$ cat config.mk
export PLATFORM = sky130hd
export DESIGN_NAME = wwn_walker
export DESIGN_NICKNAME = d
export VERILOG_FILES = /design/src/rtl/wwn_walk_pkg.sv /design/src/rtl/wwn_hdr_decode.sv /design/src/rtl/wwn_span_add.sv /design/src/rtl/wwn_id_shift.sv /design/src/rtl/wwn_walker.sv
export SDC_FILE = /design/constraint.sdc
export NUM_CORES = 1
export LEC_CHECK = 0
export ABC_AREA = 1
export BUFFER_PORTS_ARGS = -buffer_cell sky130_fd_sc_hd__buf_4
export CELL_PAD_IN_SITES_DETAIL_PLACEMENT = 1
export CELL_PAD_IN_SITES_GLOBAL_PLACEMENT = 2
export CORE_MARGIN = 4
export CORE_UTILIZATION = 32
export DETAILED_ROUTE_END_ITERATION = 12
export GPL_ROUTABILITY_DRIVEN = 0
export GPL_TIMING_DRIVEN = 0
export MAX_ROUTING_LAYER = met4
export PLACE_DENSITY_LB_ADDON = 0.08
export SYNTH_ARGS = -nofsm -noshare
export SYNTH_HDL_FRONTEND = slang
export SYNTH_SLANG_ARGS = --single-unit
$ cat constraint.sdc
create_clock -name clk -period 5 [get_ports clk]
set_input_delay 0.25 -clock clk [delete_from_list [all_inputs] [get_ports clk]]
set_output_delay 0.25 -clock clk [all_outputs]
set_load 0.005 [all_outputs]
$ cat src/rtl/wwn_walk_pkg.sv
package wwn_walk_pkg;

    typedef enum logic [1:0] {
        ST_IDLE = 2'd0,
        ST_RD   = 2'd1,
        ST_TAKE = 2'd2
    } walk_st_e;

    // which byte of the image the pending read returns
    typedef enum logic [2:0] {
        PH_HDR   = 3'd0,
        PH_RLO   = 3'd1,
        PH_RHI   = 3'd2,
        PH_BODY0 = 3'd3,
        PH_SHDR  = 3'd4,
        PH_SLO   = 3'd5,
        PH_SHI   = 3'd6,
        PH_ID    = 3'd7
    } walk_ph_e;

    localparam logic [3:0] END_NAME   = 4'hF;
    localparam logic [6:0] SEARCH_REC = 7'h0D;
    localparam logic [7:0] SKIP_BYTE  = 8'h3B;
    localparam logic [5:0] ID_SUB     = 6'h3C;
    localparam int         LEN_W      = 16;

endpackage

$ cat src/rtl/wwn_hdr_decode.sv
module wwn_hdr_decode
    import wwn_walk_pkg::*;
(
    input  logic [7:0] hdr_byte,
    output logic       is_large,
    output logic       is_end,
    output logic [3:0] small_len,
    output logic [6:0] large_name,
    output logic [5:0] sub_name
);

    always_comb begin
        is_large   = hdr_byte[7];
        large_name = hdr_byte[6:0];
        sub_name   = hdr_byte[5:0];
        small_len  = 4'd1 + {1'b0, hdr_byte[2:0]};
        is_end     = !hdr_byte[7] && (hdr_byte[6:3] == END_NAME);
    end

endmodule

$ cat src/rtl/wwn_span_add.sv
module wwn_span_add
    import wwn_walk_pkg::*;
#(
    parameter int SPAN_W    = 18,
    parameter int IMG_BYTES = 128
) (
    input  logic [SPAN_W-1:0] base,
    input  logic [LEN_W-1:0]  len,
    output logic [SPAN_W-1:0] sum,
    output logic              past_end
);

    localparam logic [SPAN_W-1:0] LIMIT = SPAN_W'(IMG_BYTES);

    always_comb begin
        sum      = base + SPAN_W'(3) + SPAN_W'(len);
        past_end = sum > LIMIT;
    end

endmodule

$ cat src/rtl/wwn_id_shift.sv
module wwn_id_shift #(
    parameter int LANES = 7
) (
    input  logic               clk,
    input  logic               rst_n,
    input  logic               clr,
    input  logic               shift,
    input  logic [7:0]         din,
    output logic [LANES*8-1:0] dout
);

    localparam int W = LANES * 8;

    logic [W-1:0] stage_d, stage_q;
    logic [W-1:0] shifted;

    if (LANES == 1) begin : g_single
        assign shifted = din;
    end else begin : g_chain
        assign shifted = {stage_q[W-9:0], din};
    end

    always_comb begin
        stage_d = stage_q;
        if (clr) begin
            stage_d = '0;
        end else if (shift) begin
            stage_d = shifted;
        end
    end

    always_ff @(posedge clk or negedge rst_n) begin
        if (!rst_n) begin
            stage_q <= '0;
        end else begin
            stage_q <= stage_d;
        end
    end

    assign dout = stage_q;

endmodule

$ cat src/rtl/wwn_walker.sv
module wwn_walker
    import wwn_walk_pkg::*;
#(
    parameter int IMG_BYTES = 128,
    parameter int ID_BYTES  = 8
) (
    input  logic                         clk,
    input  logic                         rst_n,
    input  logic                         start,
    output logic                         rd_en,
    output logic [$clog2(IMG_BYTES)-1:0] rd_addr,
    input  logic [7:0]                   rd_data,
    output logic [ID_BYTES*8-1:0]        id,
    output logic [$clog2(IMG_BYTES)-1:0] id_off,
    output logic                         found,
    output logic                         done
);

    localparam int ADDR_W = $clog2(IMG_BYTES);
    localparam int ID_W   = ID_BYTES * 8;
    localparam int CNT_W  = (ID_BYTES > 1) ? $clog2(ID_BYTES) : 1;
    localparam int SPAN_W = ((ADDR_W > LEN_W) ? ADDR_W : LEN_W) + 2;
    localparam logic [SPAN_W-1:0] LIMIT = SPAN_W'(IMG_BYTES);
    localparam logic [SPAN_W-1:0] ID_SPAN = SPAN_W'(3 + ID_BYTES);

    typedef struct packed {
        walk_st_e          st;
        walk_ph_e          ph;
        logic [SPAN_W-1:0] ptr;
        logic [SPAN_W-1:0] rec_base;
        logic [SPAN_W-1:0] rec_end;
        logic [SPAN_W-1:0] sub_base;
        logic [SPAN_W-1:0] sub_next;
        logic [6:0]        rec_name;
        logic [5:0]        sub_name;
        logic [7:0]        len_lo;
        logic [CNT_W-1:0]  cnt;
        logic [ID_W-1:0]   id;
        logic [ADDR_W-1:0] off;
        logic              found;
        logic              done;
    } walk_s;

    walk_s q, n;

    // header field decode of the byte returned this cycle
    logic       hd_large, hd_end;
    logic [3:0] hd_small_len;
    logic [6:0] hd_large_name;
    logic [5:0] hd_sub_name;

    wwn_hdr_decode u_dec (
        .hdr_byte  (rd_data),
        .is_large  (hd_large),
        .is_end    (hd_end),
        .small_len (hd_small_len),
        .large_name(hd_large_name),
        .sub_name  (hd_sub_name)
    );

    // one adder shared by record and subfield length arithmetic
    logic [SPAN_W-1:0] span_base, span_sum;
    logic              span_over;

    assign span_base = (q.ph == PH_RHI) ? q.rec_base : q.sub_base;

    wwn_span_add #(.SPAN_W(SPAN_W), .IMG_BYTES(IMG_BYTES)) u_span (
        .base    (span_base),
        .len     ({rd_data, q.len_lo}),
        .sum     (span_sum),
        .past_end(span_over)
    );

    // staging of identifier bytes until all are in
    logic              shift_en, stage_clr;
    logic [ID_W-9:0]   stage;

    wwn_id_shift #(.LANES(ID_BYTES - 1)) u_stage (
        .clk  (clk),
        .rst_n(rst_n),
        .clr  (stage_clr),
        .shift(shift_en),
        .din  (rd_data),
        .dout (stage)
    );

    // next read request and walk termination
    logic              go_rd, go_fin;
    logic [SPAN_W-1:0] go_addr;
    walk_ph_e          go_ph;
    logic [SPAN_W-1:0] sub_tgt;

    always_comb begin
        n         = q;
        n.done    = 1'b0;
        go_rd     = 1'b0;
        go_fin    = 1'b0;
        go_addr   = '0;
        go_ph     = PH_HDR;
        shift_en  = 1'b0;
        stage_clr = 1'b0;
        sub_tgt   = (q.ph == PH_ID) ? q.sub_next : span_sum;

        case (q.st)
            ST_IDLE: begin
                if (start) begin
                    n.found   = 1'b0;
                    n.off     = '0;
                    n.id      = '0;
                    stage_clr = 1'b1;
                    go_rd     = 1'b1;
                    go_addr   = '0;
                    go_ph     = PH_HDR;
                end
            end
            ST_RD: begin
                n.st = ST_TAKE;
            end
            ST_TAKE: begin
                case (q.ph)
                    PH_HDR: begin
                        if (!hd_large) begin
                            if (hd_end) begin
                                go_fin = 1'b1;
                            end else begin
                                go_rd   = 1'b1;
                                go_addr = q.ptr + SPAN_W'(hd_small_len);
                                go_ph   = PH_HDR;
                            end
                        end else begin
                            n.rec_name = hd_large_name;
                            n.rec_base = q.ptr;
                            go_rd      = 1'b1;
                            go_addr    = q.ptr + SPAN_W'(1);
                            go_ph      = PH_RLO;
                        end
                    end
                    PH_RLO: begin
                        n.len_lo = rd_data;
                        go_rd    = 1'b1;
                        go_addr  = q.rec_base + SPAN_W'(2);
                        go_ph    = PH_RHI;
                    end
                    PH_RHI: begin
                        n.rec_end = span_sum;
                        go_rd     = 1'b1;
                        if (q.rec_name == SEARCH_REC) begin
                            go_addr = q.rec_base + SPAN_W'(3);
                            go_ph   = PH_BODY0;
                        end else begin
                            go_addr = span_sum;
                            go_ph   = PH_HDR;
                        end
                    end
                    PH_BODY0, PH_SHDR: begin
                        if (q.ph == PH_BODY0 && rd_data == SKIP_BYTE) begin
                            go_rd   = 1'b1;
                            go_addr = q.rec_base + SPAN_W'(6);
                            go_ph   = PH_HDR;
                        end else if (q.ph == PH_BODY0 && q.rec_end > LIMIT) begin
                            go_fin = 1'b1;
                        end else if (q.ptr >= q.rec_end) begin
                            go_rd   = 1'b1;
                            go_addr = q.rec_end;
                            go_ph   = PH_HDR;
                        end else begin
                            n.sub_base = q.ptr;
                            n.sub_name = hd_sub_name;
                            go_rd      = 1'b1;
                            go_addr    = q.ptr + SPAN_W'(1);
                            go_ph      = PH_SLO;
                        end
                    end
                    PH_SLO: begin
                        n.len_lo = rd_data;
                        go_rd    = 1'b1;
                        go_addr  = q.sub_base + SPAN_W'(2);
                        go_ph    = PH_SHI;
                    end
                    PH_SHI: begin
                        if (span_over) begin
                            go_fin = 1'b1;
                        end else if (q.sub_name == ID_SUB) begin
                            if (q.sub_base + ID_SPAN > LIMIT) begin
                                go_fin = 1'b1;
                            end else begin
                                n.sub_next = span_sum;
                                n.cnt      = '0;
                                go_rd      = 1'b1;
                                go_addr    = q.sub_base + SPAN_W'(3);
                                go_ph      = PH_ID;
                            end
                        end else begin
                            go_rd = 1'b1;
                            if (sub_tgt >= q.rec_end) begin
                                go_addr = q.rec_end;
                                go_ph   = PH_HDR;
                            end else begin
                                go_addr = sub_tgt;
                                go_ph   = PH_SHDR;
                            end
                        end
                    end
                    PH_ID: begin
                        shift_en = 1'b1;
                        go_rd    = 1'b1;
                        if (q.cnt == CNT_W'(ID_BYTES - 1)) begin
                            n.id    = {stage, rd_data};
                            n.off   = ADDR_W'(q.sub_base + SPAN_W'(3));
                            n.found = 1'b1;
                            if (sub_tgt >= q.rec_end) begin
                                go_addr = q.rec_end;
                                go_ph   = PH_HDR;
                            end else begin
                                go_addr = sub_tgt;
                                go_ph   = PH_SHDR;
                            end
                        end else begin
                            n.cnt   = q.cnt + CNT_W'(1);
                            go_addr = q.ptr + SPAN_W'(1);
                            go_ph   = PH_ID;
                        end
                    end
                    default: go_fin = 1'b1;
                endcase
            end
            default: n.st = ST_IDLE;
        endcase

        if (go_fin || (go_rd && go_addr >= LIMIT)) begin
            n.st   = ST_IDLE;
            n.done = 1'b1;
        end else if (go_rd) begin
            n.st  = ST_RD;
            n.ptr = go_addr;
            n.ph  = go_ph;
        end
    end

    always_ff @(posedge clk or negedge rst_n) begin
        if (!rst_n) begin
            q <= '0;
        end else begin
            q <= n;
        end
    end

    logic [SPAN_W-1:0] walk_ptr;
    assign walk_ptr = q.ptr;

    assign rd_en   = (q.st == ST_RD);
    assign rd_addr = q.ptr[ADDR_W-1:0];
    assign id      = q.id;
    assign id_off  = q.off;
    assign found   = q.found;
    assign done    = q.done;

endmodule

==> summary.txt <==
First-pass GRT wire length: 120000 um
Area Overhead vs Synth: 21.5%
Worst Path Required: 5480 ps
Post-synth top area cell: dfrtp_1
Die height: 241 um
Starting Density: 0.324
Critical path class: reg2reg
Worst-path fanout max: 8
Setup TNS: -9900 ps
Most common flop cell mapped by yosys: dfrtp_1
Fillcell total: 6780
Final WL: 81700 um
Commonest non-fill, non-tap cells in the layout: nand2_1 (726), inv_1 (320), o21ai_0 (253)
WHS Endpoint: q[95]
Slew of the pin with the lowest slew margin: 1300 ps
Failing checks: setup timing
Final instance area: 21200 sq um
N_diodes: 0
CTS Root Cell: clkbuf_16
FF+latch count, synth: 248
CORE AREA: 53800 sq um
R2r endpoint: walk_ptr[17]
Clock transition at path regs: 60 ps
Part of the Yosys area used for sequential elements: 0.356
HP Start: rd_data[5]
Critical-path top delay cell: dfrtp_1
Initial antenna violation count: 0
Slew Limit Fails: 0
# IOs: 92
Area of the multi-input gates: 9750 sq um
Final hold violations: 0
Min Hold Slack: 65.1 ps
Final setup vio count: 23
Overall Power: 7.39 mW
Die ar.: 58300 sq um
Post-synthesis cell area: 17400 sq um
Synth area leaders: dfrtp_1 (36%), nand2_1 (16%), o21ai_0 (7.9%)
CTS Buffer Depth: 3
Worst R2R Start: q[160]
Die width: 241 um
Distinct cell type count after synthesis: 53
Largest net degree at the start of global routing: 118
DP HPWL: 64600 um
Period utilisation layout: 1.09
Worst path most repeated cell: nand2_1
Rel. slew slack: 0.126
Sink Count: 248
Yosys warns: 0
RSZ-0062 raised after global routing: true
R2R depth: 35
Fmax: 183 MHz
Tmin final: 5460 ps
Final worst clock skew: 23.1 ps
Share of cells above drive strength 1: 0.156
Post-Syn Nets: 2661
CTS tree: done
Post-synth EDFFs: 0
R2r setup slk: -460 ps
Area after DPL: 19100 sq um
Critical Path Start Type: flip-flop
Power per Cell Area: 349 nW/um^2
Max H-tree Level: 1
Clk Latency, worst-skew pair: 610 ps
Leak: 10.4 nW
Max_cap viols: 0
Outcome: finished with violations
Iter 0 DRT Violations: 1407
Critical path endpoint category: flip-flop
IO Port Bufs: 91
Top-area cell type share of the netlist area: 0.356
Via count: 18300
Drt first pass iters: 5
Largest stage delay, worst path: 660 ps
Post-route DRC: 0
Hold crit path type: in2reg
Fin worst setup slack: -455 ps
Number of vias per cell: 5.33
Hold path depth: 3
Fin nets: 2811
Vias in the first global route: 18400
Post-synthesis area per instance: 6.79 sq um
Antenna Nets Post-Route: 0
Critical Path AT: 5930 ps
Reg area: 6210 sq um
CTS Buf Count: 31
Share of synthesized registers carrying an async set or reset: 1.00
GR Overflow Total: 0
Cells after Synth: 2567
Peak VDD IR: 0.274 mV
Commonest non-fill, non-tap cell in the layout: nand2_1
Rows: 85
Final Util: 0.393
Post-detailed-route wirelength per cell: 23.8 um
Gr usage total: 0.282
kinds of logic (layout without fill, tap and decap cells):
| kind of cell | count (synthesis) | after routing | share of synthesized area |
|---|---|---|---|
| adder cells (fa/ha/maj) | 83 | 83 | 0.0605 |
| XOR/XNOR | 22 | 22 | 0.0111 |
| buffers and inverters | 512 | 681 | 0.129 |
| AO/OA/AOI/OAI | 469 | 469 | 0.147 |
| flip-flops | 248 | 248 | 0.356 |
| AND/OR/NAND/NOR | 1233 | 1234 | 0.296 |
area by class of cell:
class	instances	area share
clock buffers	47	0.0423
inverters	334	0.0597
flip-flops and latches	248	0.293
well taps	696	0.0411
repair buffers	127	0.0493
multi-input cells	1808	0.461
plain buffers	167	0.0488
clock inverters	6	0.00496
how the worst max path moves through the flow:
stage                     slack [ps]   start      endpoint
final                           -460  q[160]  walk_ptr[17]
after global routing            -730  q[187]        q[189]
after CTS                       -580  q[187]   walk_ptr[9]
after detailed placement       -2190  q[188]   walk_ptr[9]
after global placement         -2180  q[188]  walk_ptr[17]
after floorplan                   10  q[187]        q[189]
what timing repair did:
action,CTS,global route
resized for setup,154,58
hold buffers,1,0
setup buffers,20,10
hold endpoints to repair,131,0
setup endpoints to repair,44,42
gates cloned,2,2
pin swaps,27,43
metal layers:
metal	share of wire	wire, um	vias to the layer above	GRT usage
li1	-	-	8570	-
met1	0.43	35200	9065	0.357
met2	0.48	39200	515	0.478
met3	0.048	3900	145	0.0329
met4	0.041	3330	0	0.0833
met5	0	0	-	-
cell usage after synthesis, drive strengths merged, types with 4 or more instances:
master / count
a22o: 4
nor4: 6
dfrtp: 248
a21oi: 72
ha: 81
o21bai: 5
nand4: 53
o22ai: 52
inv: 333
a31oi: 11
buf: 95
o21ai: 289
nand3b: 5
clkbuf: 83
and2: 7
nor2: 190
nand3: 178
o211ai: 11
o31ai: 5
xor2: 21
nor3: 28
nand2: 760
o221ai: 4
through the flow:
stage | setup WS [ps] | std cells
detailed placement | -2190 | 3356
global placement | -2180 | 3354
CTS | -583 | 3427
finish | -455 | 3433
floorplan | 14.3 | 2567
global route | -725 | 3433
worst max-delay path: cells and delay by family, from the launching register on:
| kind | cells | cell delay, ps |
|---|---|---|
| and+or+nand+nor | 24 | 2410 |
| adders and majority gates | 3 | 940 |
| buffers and inverters | 5 | 840 |
| DFF | 1 | 660 |
| AOI/OAI and AO/OA | 3 | 460 |
registers in the layout (all words and copies together) (netlist names):
register      cells
u_stage.dout     56
found             1
id_off            7
q               101
done              1
walk_ptr         18
id               64
where the power goes:
group          internal [mW]  leakage, nW  switching (mW)
clock network           1.33        0.484           0.923
registers               2.14         3.36           0.244
logic                  0.900         6.52            1.84
Power figures use the tool's default switching activity.
